$ cat src/rtl/spi_wiper_if.sv
module spi_wiper_if #(
  parameter int NREG = 4,
  parameter int FS   = 256
) (
  input  logic              clk,
  input  logic              rst_n,
  input  logic              cs_n,
  input  logic              sck,
  input  logic              sdi,
  output logic              sdo,
  output logic              sdo_oe,
  output logic [NREG*9-1:0] wiper
);
  localparam int DW = 9;
  localparam int IW = $clog2(NREG);
  localparam logic [DW-1:0] FSV = DW'(FS);
  localparam logic [DW-1:0] MID = DW'(FS / 2);
  localparam logic [1:0] C_WR = 2'b00, C_INC = 2'b01, C_DEC = 2'b10, C_RD = 2'b11;

  logic [2:0] cs_q, sck_q;
  logic [1:0] sdi_q;
  logic [DW-1:0] regs [NREG];
  logic [4:0] cnt;
  logic [14:0] sh;
  logic err;
  logic [3:0] op_a;
  logic [1:0] op_c;
  logic [DW-1:0] rd_sh;

  always_ff @(posedge clk or negedge rst_n)
    if (!rst_n) begin
      cs_q  <= 3'b111;
      sck_q <= '0;
      sdi_q <= '0;
    end else begin
      cs_q  <= {cs_q[1:0], cs_n};
      sck_q <= {sck_q[1:0], sck};
      sdi_q <= {sdi_q[0], sdi};
    end

  wire cs_s  = cs_q[1];
  wire rise  = !cs_s && sck_q[1] && !sck_q[2];
  wire fall  = !cs_s && !sck_q[1] && sck_q[2];
  wire [15:0] nxt = {sh, sdi_q[1]};
  wire addr_ok = int'(nxt[5:2]) < NREG;
  wire [IW-1:0] ix = op_a[IW-1:0];
  wire [DW-1:0] wr_val = (nxt[DW-1:0] > FSV) ? FSV : nxt[DW-1:0];

  assign sdo_oe = !cs_s;

  always_ff @(posedge clk or negedge rst_n)
    if (!rst_n) begin
      for (int i = 0; i < NREG; i++) regs[i] <= MID;
      cnt <= '0; sh <= '0; err <= 1'b0; op_a <= '0; op_c <= '0;
      rd_sh <= '0; sdo <= 1'b1;
    end else if (cs_s) begin
      cnt <= '0;
      err <= 1'b0;
      sdo <= 1'b1;
    end else if (rise && !err) begin
      sh  <= nxt[14:0];
      cnt <= cnt + 5'd1;
      if (cnt == 5'd5) begin
        op_a <= nxt[5:2];
        op_c <= nxt[1:0];
        if (!addr_ok) err <= 1'b1;
        else if (nxt[1:0] == C_RD) rd_sh <= regs[nxt[IW+1:2]];
      end
      if (cnt == 5'd7 && (op_c == C_INC || op_c == C_DEC)) begin
        cnt <= '0;
        if (op_c == C_INC && regs[ix] < FSV) regs[ix] <= regs[ix] + 1'b1;
        if (op_c == C_DEC && regs[ix] != '0) regs[ix] <= regs[ix] - 1'b1;
      end
      if (cnt == 5'd15) begin
        cnt <= '0;
        if (op_c == C_WR) regs[ix] <= wr_val;
      end
    end else if (fall) begin
      if (cnt == 5'd6) sdo <= !err;
      else if (op_c == C_RD && cnt >= 5'd7) begin
        sdo   <= rd_sh[DW-1];
        rd_sh <= rd_sh << 1;
      end else sdo <= 1'b1;
    end

  for (genvar g = 0; g < NREG; g++) begin : g_out
    assign wiper[g*DW +: DW] = regs[g];
    a_r6_fs_bound: assert property (@(posedge clk) disable iff (!rst_n) regs[g] <= FSV);
  end

  a_r7_err_freeze: assert property (@(posedge clk) disable iff (!rst_n) err |=> $stable(wiper));
  a_r7_err_count:  assert property (@(posedge clk) disable iff (!rst_n) err |-> cnt == 5'd6);
  a_r8_deselect:   assert property (@(posedge clk) disable iff (!rst_n) cs_s |=> (cnt == 5'd0 && !err));
  a_r2_cnt_range:  assert property (@(posedge clk) disable iff (!rst_n) cnt <= 5'd15);
  a_r11_sdo_edge:  assert property (@(posedge clk) disable iff (!rst_n) (!cs_s && !fall) |=> $stable(sdo));
endmodule

$ cat config.mk
export PLATFORM = sky130hd
export DESIGN_NAME = spi_wiper_if
export DESIGN_NICKNAME = d
export VERILOG_FILES = /design/src/rtl/spi_wiper_if.sv
export SDC_FILE = /design/constraint.sdc
export NUM_CORES = 1
export LEC_CHECK = 0
export ABC_AREA = 1
export BUFFER_PORTS_ARGS = -buffer_cell sky130_fd_sc_hd__buf_2
export CAP_MARGIN = 20
export CORE_MARGIN = 5
export CORE_UTILIZATION = 25
export CTS_BUF_LIST = sky130_fd_sc_hd__clkbuf_16
export DETAILED_ROUTE_END_ITERATION = 10
export SYNTH_ARGS = -nofsm -noshare
export SYNTH_HDL_FRONTEND = slang
export SYNTH_SLANG_ARGS = --single-unit
$ cat constraint.sdc
create_clock -name clk -period 5.2 [get_ports clk]
set_clock_uncertainty 0.2 [all_clocks]
set_input_delay 0.26 -clock clk [delete_from_list [all_inputs] [get_ports clk]]
set_output_delay 0.26 -clock clk [all_outputs]
set_load 0.05 [all_outputs]
==> reports/metrics.csv, run 1 <==
stage,metric,value,unit
worst_setup_path,required,5300,ps
synth,synth.area.top_cells,"dfrtp_1 28%, nand2_1 24%, nand3_1 9.3%",
placement,routabilityCongestion,0.958,
placement,dpl-instance-area,6170,um^2
synth,post-synth-top-area-cell,dfrtp_1,
cts,insertion_delay,360,ps
layout,stdcell_area,6540,um^2
synth,yosysUniqueCellTypes,33,
sta,final.setup.tns,0,ps
sta,post-route-period-util,67.2,%
synth,netlist.area_leader.share,27.9,%
synth,syn-cell-area,5750,um^2
grt,grt_pass1_wl,34700,um
sta,worstMarginPinSlew,1060,ps
cts,cts_resized,0,
layout,layout-drive-gt1-share,10.3,%
layout,final_cell_mix,"371 x nand2_1, 107 x nand3_1, 80 x a21oi_1",
job,drv_cap,0,
run_status,outcome,"finished, final reports clean",
floorplan,rows,55,
worst_setup_path,critPathLaunchType,register,
synth,synth_fp_nets,966,
route,first_pass_iters,6,
worst_setup_path,critPathCaptureType,register,
power_and_ir_drop,leakage,3.47,nW
route,routedWlPerCell,17.5,um
route,detail_route.drc_violations,0,
layout,final_common_cell,nand2_1,
power_and_ir_drop,pwr-share-clk,45.2,%
synth,ys_ff_latch,71,
cts,numCtsBuffers,9,
power_and_ir_drop,p_sw_share,33.0,%
sta,fin_crit,3500,ps
synth,syn_inst,951,
route,ant_nets,0,
layout,num-fill-cells,2515,
layout,fin_nets,989,
power_and_ir_drop,power.switching,0.000471,W
sta,max_slew_margin,29.5,%
sta,setup_viol,0,
power_and_ir_drop,p_int,0.000954,W
placement,hpwlAfterDp,15900,um
route,vias_per_cell,5.09,
route,vias,6439,
worst_setup_path,critical_path_class,register to register,
sta,rsz0062_at_grt,false,
synth,yosysWarnings,0,
cts,clk_pin_slew,70,ps
grt,grt_max_degree,93,
synth,ys_seq_area_share,31.0,%
floorplan,coreArea,22600,um^2
synth,synth.avg_cell_area,6.05,um^2
cts,numClockSinks,71,
worst_setup_path,worstPathMaxFanout,27,
sta,drv_slew,0,
cts,cts_root_buf,clkbuf_16,
layout,area_growth_syn_to_layout,13.7,%
floorplan,io-pin-count,43,
route,drt_wl_total,22100,um
sta,hold_viol,0,
grt,grt_pass1_vias,5923,
grt,grt_usage,17.0,%
cts,clk_path_buf_depth,2,
worst_setup_path,cp.arrival,3590,ps
grt,antenna_found_initial,1,
cts,htree_levels,3,
floorplan,start_util,25.4,%
power_and_ir_drop,powerDensity,218,nW/um^2
floorplan,die_h,162,um
sta,fmax,286,MHz
floorplan,dieArea,26100,um^2
power_and_ir_drop,seq_power_share,42.3,%
power_and_ir_drop,combPwrFrac,12.5,%
min_path,hold_class,input pin to async pin,
power_and_ir_drop,vdd_drop_max,0.000128,V
cts,tritoncts,yes,
floorplan,die_w,162,um
grt,overflow,0,
route,first_iter_violations,655,
layout,diodes,0,
placement,io_buffer_count,42,
## worst max-delay path, cell delays in order, from the launching register on
cell     delay, ps
dfrtp_1        930
inv_2          330
nand3_1        150
nand2_1         60
nor2_1         150
ha_1           240
nand2_1         80
nor2_2         170
nand3_4        170
nand3_1        350
inv_1          210
nand2_1        100
nand3_1         80
nand2_1        110
nand2_1         50
nand2_1         50
## worst paths after layout
kind | start | end | slack (ps) | cells after the start
hold / removal | rst_n | wiper[15] | 140 | 2
max in group asynchronous | rst_n | cs_q[1] | 4050 | 3
setup reg to reg | op_a[1] | wiper[15] | 1700 | 15
hold reg to reg | sdi_q[0] | sdi_q[1] | 160 | 0
setup / recovery | op_a[1] | wiper[15] | 1700 | 15
min in group clk | sdi_q[0] | sdi_q[1] | 160 | 0
## state kept, by name, summed over array words and instances, names as in the netlist
signal  cells
wiper      36
rd_sh       9
sh          8
cnt         5
sck_q       3
cs_q        2
op_a        2
op_c        2
sdi_q       2
err         1
sdo         1
## metal layers
metal  global-route usage, %  wire, um  part of all wire (%)
met1                    23.4      9610                    43
met2                    26.7     10000                    45
met3                    2.92      1650                   7.4
met4                    6.77       843                   3.8
met5                       0         7                 0.032
## synth_stat cells
cell	number
o2111ai_1	1
nand2_2	3
nor2_2	6
nand3b_1	1
dfrtp_1	64
a22oi_1	2
inv_2	7
dfstp_2	7
a21oi_1	80
o221ai_1	2
clkbuf_1	28
o31ai_1	1
nor3_1	3
a31oi_1	1
o21ai_1	4
nand2_1	372
o21ai_0	67
inv_1	69
buf_2	4
xor2_1	3
a21oi_2	1
nand4_1	5
nor2_1	68
ha_1	10
buf_6	2
o22ai_1	7
buf_1	2
nand3_4	1
o211ai_1	8
buf_4	8
nand3_1	107
nor2_4	4
nand3_2	3
## cells by family after synthesis
group,synth area share [%]
XOR/XNOR,0.457
adder cells (fa/ha/maj),2.18
flip-flops,31.0
AO/OA/AOI/OAI,16.1
buffers and inverters,8.70
AND/OR/NAND/NOR,41.6
## what timing repair did
item / CTS / global route
setup endpoints to repair: 0 / 0
hold buffers: 4 / 0
setup buffers: 0 / 0
endpoints found under the hold margin: 67 / 0
## power groups by stage
stage	Sequential, W	Clock, W	Combinational [W]
detailed placement	0.000613	0	0.000170
floorplan	0.000595	0	0.000111
finish	0.000602	0.000645	0.000178
CTS	0.000602	0.000663	0.000173
global placement	0.000611	0	0.000170
global route	0.000605	0.000687	0.000196
## final cells by class
type / instances / area (um^2) / share of cell area, %
Clock buffer: 9 / 225 / 3.44
Clock inverter: 7 / 71.3 / 1.09
Inverter: 76 / 285 / 4.36
Multi-Input combinational cell: 760 / 3470 / 53.0
Sequential cell: 71 / 1790 / 27.3
Tap cell: 285 / 357 / 5.45
Timing Repair Buffer: 56 / 348 / 5.32
## per-stage QoR
| stage | utilization, % | power (W) | instances | hold WS, ps | setup slack (ps) |
|---|---|---|---|---|---|
| floorplan | - | 0.000706 | 951 | -236 | 2620 |
| global placement | 27.2 | 0.000781 | 1242 | 137 | 1840 |
| detailed placement | 27.2 | 0.000782 | 1242 | 141 | 1780 |
| CTS | 28.7 | 0.00144 | 1262 | 158 | 1750 |
| global route | 28.9 | 0.00149 | 1264 | 165 | 1270 |
| finish | 28.9 | 0.00143 | 1264 | 143 | 1700 |
Power figures use the tool's default switching activity.
==> inputs of run 2 (changes only) <==
==> constraint.sdc (replaced) <==
create_clock -name clk -period 3.27 [get_ports clk]
set_clock_uncertainty 0.2 [all_clocks]
set_input_delay 0.1635 -clock clk [delete_from_list [all_inputs] [get_ports clk]]
set_output_delay 0.1635 -clock clk [all_outputs]
set_load 0.05 [all_outputs]
==> run 2 against run 1 <==
  * Routed wire length grew 2.9%
  * Global-route usage grew 0.29 points
  * Combinational power increased by 58%
  * Via count increased by 1.3%
  * Setup slack worse by 1400 ps
==> reports/metrics.csv, run 2 (synthesized netlist as in run 1, its figures left out) <==
stage,metric,value,unit,change
worst_setup_path,crit_family,simple AND/OR/NAND/NOR gates,,
worst_setup_path,worstPathMaxFanout,17,,-37%
worst_setup_path,reg2reg_to,wiper[4],,
layout,layout-drive-gt1-share,12.2,%,+1.9 points
route,vias,6520,,+1.3%
floorplan,io-pin-count,43,,unchanged
worst_setup_path,worst-r2r-cell-count,16,,+1
run_status,outcome,"finished, final reports clean",,
floorplan,die_h,162,um,unchanged
sta,fin_crit,2960,ps,-539 ps
worst_setup_path,cp-endpoint,wiper[4],,
power_and_ir_drop,powerDensity,346,nW/um^2,+59%
placement,placed_cells,1264,,+1.8%
cts,clk_path_buf_depth,2,,unchanged
route,first_pass_iters,5,,-1
sta,final.setup.tns,0,ps,unchanged
min_path,hold_class,register to register,,
layout,largest_reg_flops,36,,unchanged
layout,fin_cells,1285,,+1.7%
floorplan,coreArea,22600,um^2,unchanged
cts,insertion_delay,360,ps,about the same
power_and_ir_drop,p_int,0.00159,W,+66%
worst_setup_path,path_depth,16,,+1
worst_setup_path,startpoint,op_a[1],,
floorplan,dieArea,26100,um^2,unchanged
grt,grt_pass1_wl,35400,um,+1.9%
grt,overflow,0,,unchanged
cts,tritoncts,yes,,
sta,setup_viol,0,,unchanged
worst_setup_path,cp_slowest_stage_delay,480,ps,-450 ps
cts,cts_root_buf,clkbuf_16,,
cts,numCtsBuffers,9,,unchanged
cts,cts_setup_buffers,0,,unchanged
route,drt_wl_total,22800,um,+2.9%
grt,grt_usage,17.3,%,+0.29 points
power_and_ir_drop,seq_power_share,41.4,%,-0.9 points
grt,grt_max_degree,92,,-1.1%
power_and_ir_drop,p_sw_share,31.5,%,-1.5 points
sta,worstMarginPinSlew,980,ps,-76.3 ps
worst_setup_path,required,3360,ps,-1940 ps
layout,area_growth_syn_to_layout,16.3,%,
placement,routabilityCongestion,0.966,,+0.88%
sta,hold_viol,0,,unchanged
floorplan,rows,55,,unchanged
worst_setup_path,crit_top_cell,nand2_1,,
layout,fin_nets,1009,,+2.0%
cts,clk_pin_slew,70,ps,about the same
layout,final_cell_mix,"371 x nand2_1, 107 x nand3_1, 80 x a21oi_1",,
power_and_ir_drop,pwr-share-clk,46.4,%,+1.2 points
worst_setup_path,r2r_slack,310,ps,-1390 ps
route,ant_nets,0,,unchanged
floorplan,start_util,25.4,%,unchanged
worst_setup_path,cpMaxStageDelayCell,dfrtp_2,,
worst_setup_path,critPathLaunchType,register,,
power_and_ir_drop,p_total,0.00231,W,+62%
sta,drv_slew,0,,unchanged
sta,max_slew_margin,34.7,%,+5.2 points
power_and_ir_drop,vdd_drop_max,0.000223,V,+75%
cts,htree_levels,3,,unchanged
worst_setup_path,crit_chain,buf_4 > inv_2 > buf_4 > nand3_1 > nand2_1 > nor2_2 > nand2_1 > nor2_4 > nand3_4 > nand3_2 > inv_1 > nand2_1 > nand3_1 > nand2_1 > nand2_1 > nand2_1,,
grt,antenna_found_initial,1,,unchanged
sta,rsz0062_at_grt,false,,
worst_setup_path,critPathBufInv,4,,+2
worst_setup_path,rr_startpoint,op_a[1],,
sta,fmax,338,MHz,+18%
cts,numClockSinks,71,,unchanged
route,first_iter_violations,647,,-1.2%
placement,hpwlAfterDp,16600,um,+4.6%
power_and_ir_drop,leakage,3.56,nW,+2.8%
grt,grt_pass1_vias,5977,,+0.91%
worst_setup_path,critPathCaptureType,register,,
sta,post-route-period-util,90.4,%,+23 points
job,drv_cap,0,,unchanged
worst_setup_path,critical_path_class,register to register,,
route,vias_per_cell,5.07,,-0.40%
route,routedWlPerCell,17.7,um,+1.3%
layout,final_common_cell,nand2_1,,
placement,io_buffer_count,42,,unchanged
route,detail_route.drc_violations,0,,unchanged
layout,num-fill-cells,2483,,-1.3%
power_and_ir_drop,combPwrFrac,12.2,%,-0.3 points
power_and_ir_drop,power.switching,0.000729,W,+55%
floorplan,die_w,162,um,unchanged
sta,whs,157,ps,+13.4 ps
worst_setup_path,cp.arrival,3050,ps,-540 ps
run 2: cell count changes in the layout (fill, tap and decap cells not counted), sizes merged:
cell and change:
buf +20, bufinv +1, clkinv -1, clkinvlp +1, diode +1, inv -1
run 2: layout make-up:
type | instances | area, um^2 | share of cell area (%)
Sequential cell | 71 | 1790 | 26.7
Antenna cell | 1 | 2.50 | 0.0374
Inverter | 76 | 285 | 4.27
Multi-Input combinational cell | 760 | 3470 | 51.9
Tap cell | 285 | 357 | 5.33
Clock inverter | 7 | 83.8 | 1.25
Timing Repair Buffer | 76 | 478 | 7.15
Clock buffer | 9 | 225 | 3.37
run 2: timing repair:
item,CTS,global route
hold buffers,4,0
endpoints found under the hold margin,67,0
resized for setup,0,1
setup endpoints to repair,0,3
run 2: how the worst min path moves through the flow:
stage,from,to,cells past startpoint
2_1_floorplan,rst_n,cnt[0],0
3_3_place_gp,cs_n,cs_q[0],1
3_5_place_dp,cs_n,cs_q[0],1
4_1_cts,cs_q[0],cs_q[1],0
5_1_grt,cs_q[0],cs_q[1],0
6_report,cs_q[0],cs_q[1],0
run 2: per-layer routing:
metal  global-route usage, %  routed length, um  up-vias
met5                       0                  0        -
met4                    6.27                692        0
met3                    3.68               1770       44
met2                    26.3              10100      274
met1                    24.3              10200     3019
li1                        -                  -     3183
run 2: stage by stage:
step	utilization, %	cell area [um^2]	worst slack, ps
after floorplan	-	5750	691
after global placement	28.0	6330	299
after detailed placement	28.0	6330	282
after CTS	29.5	6680	262
after global routing	29.5	6680	89.8
final	29.5	6690	314
run 2: power by group through the flow:
stage | combinational, W | sequential, W | clock (W)
finish | 0.000281 | 0.000959 | 0.00107
global route | 0.000310 | 0.000964 | 0.00113
CTS | 0.000279 | 0.000956 | 0.00110
detailed placement | 0.000274 | 0.000973 | 0
global placement | 0.000273 | 0.000971 | 0
floorplan | 0.000177 | 0.000946 | 0
==> inputs of run 3 (changes only) <==
==> constraint.sdc (replaced) <==
create_clock -name clk -period 3.27 [get_ports clk]
set_clock_uncertainty 0.2 [all_clocks]
set_input_delay 0.654 -clock clk [delete_from_list [all_inputs] [get_ports clk]]
set_output_delay 0.654 -clock clk [all_outputs]
set_load 0.05 [all_outputs]
==> run 3 against run 2 <==
  * Fmax is 1.5% lower
  * Non-clock buffer count is 7 lower
  * First-iteration DRC count is 2.5% higher
  * Worst hold slack worse by 2.0 ps
  * Global-route usage is 0.17 points higher
  * Sequential power hardly changed
  * Critical path depth stayed put
  * Via count is 1.2% lower
  * Core utilization is 0.29 points lower
  * Routed wire length is 0.45% lower
  * Critical path type unchanged
  * Largest cell class unchanged
==> reports/metrics.csv, run 3 (synthesized netlist as in run 1, its figures left out) <==
stage,metric,value,unit,change
run_status,outcome,"finished, final reports clean",,
route,ant_nets,0,,unchanged
power_and_ir_drop,vdd_drop_max,0.000233,V,+4.5%
layout,diodes,0,,-1
placement,placed_cells,1261,,-0.24%
power_and_ir_drop,leakage,3.53,nW,-0.93%
cts,cts_setup_buffers,0,,unchanged
cts,cts_root_buf,clkbuf_16,,
layout,fin_cells,1277,,-0.62%
layout,layout-drive-gt1-share,12.0,%,-0.22 points
floorplan,rows,55,,unchanged
grt,antenna_found_initial,0,,-1
sta,rsz0062_at_grt,false,,
route,drt_wl_total,22700,um,-0.45%
layout,area_growth_syn_to_layout,15.1,%,
sta,post-route-period-util,91.8,%,+1.4 points
cts,numCtsBuffers,9,,unchanged
min_path,hold_class,register to register,,
grt,grt_max_degree,92,,unchanged
layout,fin_nets,1002,,-0.69%
sta,fin_crit,3000,ps,+45.2 ps
route,vias_per_cell,5.04,,-0.62%
layout,regArea,1790,um^2,unchanged
cts,numClockSinks,71,,unchanged
sta,setup_viol,0,,unchanged
worst_setup_path,cp_slowest_stage_delay,480,ps,about the same
sta,worstMarginPinSlew,970,ps,-9.39 ps
worst_setup_path,crit_family,simple AND/OR/NAND/NOR gates,,
worst_setup_path,crit_chain,buf_4 > inv_2 > buf_4 > nand3_1 > nand2_1 > nor2_2 > nand2_1 > nor2_4 > nand3_4 > nand3_2 > inv_2 > nand2_1 > nand3_1 > nand2_1 > nand2_1 > nand2_1,,
route,first_iter_violations,663,,+2.5%
layout,final_cell_mix,"371 x nand2_1, 107 x nand3_1, 80 x a21oi_1",,
worst_setup_path,cpMaxStageDelayCell,dfrtp_2,,
floorplan,die_w,162,um,unchanged
sta,max_slew_margin,35.3,%,+0.63 points
worst_setup_path,worstPathMaxFanout,17,,unchanged
layout,largest_reg_flops,36,,unchanged
worst_setup_path,critPathLaunchType,register,,
route,first_pass_iters,5,,unchanged
floorplan,coreArea,22600,um^2,unchanged
cts,ctsHoldBuffers,0,,-4
placement,post-place-ws,240,ps,-42.0 ps
layout,final_common_cell,nand2_1,,
cts,insertion_delay,350,ps,about the same
cts,clk_path_buf_depth,2,,unchanged
route,routedWlPerCell,17.7,um,+0.18%
worst_setup_path,critPathCaptureType,register,,
grt,grt_pass1_wl,35700,um,+0.94%
placement,io_buffer_count,42,,unchanged
power_and_ir_drop,powerDensity,351,nW/um^2,+1.4%
floorplan,dieArea,26100,um^2,unchanged
grt,grt_usage,17.5,%,+0.17 points
sta,final.setup.tns,0,ps,unchanged
sta,setup_ws,269,ps,-45.2 ps
placement,hpwlAfterDp,16500,um,-0.42%
sta,drv_slew,0,,unchanged
route,detail_route.drc_violations,0,,unchanged
cts,clk_pin_slew,80,ps,about the same
cts,htree_levels,3,,unchanged
placement,routabilityCongestion,0.973,,+0.73%
cts,tritoncts,yes,,
cts,cts_resized,0,,unchanged
floorplan,start_util,25.4,%,unchanged
grt,grt_pass1_vias,6082,,+1.8%
worst_setup_path,crit_top_cell,nand2_1,,
sta,fmax,333,MHz,-1.5%
grt,overflow,0,,unchanged
worst_setup_path,required,3350,ps,about the same
floorplan,die_h,162,um,unchanged
floorplan,io-pin-count,43,,unchanged
job,drv_cap,0,,unchanged
layout,multi_input_area,3470,um^2,unchanged
worst_setup_path,critical_path_class,register to register,,
worst_setup_path,critPathBufInv,4,,unchanged
layout,num-fill-cells,2501,,+0.72%
route,vias,6439,,-1.2%
power_and_ir_drop,p_total,0.00232,W,+0.43%
worst_setup_path,cp.arrival,3080,ps,+30 ps
sta,hold_viol,0,,unchanged
==> run 3: changes by cell type in the layout (fill, tap and decap cells not counted) <==
cell,before,now
buf_4,31,28
diode_2,1,0
dlygate4sd3_1,4,0
==> run 3: layer usage <==
metal	GRT usage [%]	vias to the layer above	routed length [um]
li1	-	3160	-
met1	24.2	2989	10200
met2	26.6	230	9900
met3	4.14	60	1750
met4	6.38	0	850
met5	0	-	0
==> run 3: path summary, 6_finish.rpt <==
| path | startpoint | end | slack (ps) | cells past startpoint |
|---|---|---|---|---|
| max | op_a[1] | wiper[21] | 270 | 16 |
| min | sdi_q[0] | sdi_q[1] | 150 | 0 |
| max reg2reg | op_a[1] | wiper[21] | 270 | 16 |
| min reg2reg | sdi_q[0] | sdi_q[1] | 150 | 0 |
| max in group asynchronous | rst_n | op_a[1] | 1930 | 1 |
| min in group asynchronous | rst_n | rd_sh[6] | 250 | 1 |
==> run 3: area by class of cell <==
type / instances / share of cell area, %
inverter: 76 / 4.31
tap: 285 / 5.39
timing repair buffer: 69 / 6.27
multi-input combinational: 760 / 52.4
clock inverter: 7 / 1.27
clock buffer: 9 / 3.40
sequential: 71 / 27.0
==> run 3: report_power, final <==
part / switching, W / internal, W
combinational: 0.000214 / 0.0000669
clock: 0.000475 / 0.000609
sequential: 0.0000523 / 0.000907
total: 0.000741 / 0.00158
==> run 3: through the flow <==
step                hold slack (ps)  utilization (%)  cell area [um^2]
floorplan                       131                -              5750
global placement                134             27.9              6310
detailed placement              141             27.9              6310
CTS                             158             29.2              6620
global route                    164             29.2              6620
finish                          155             29.2              6620
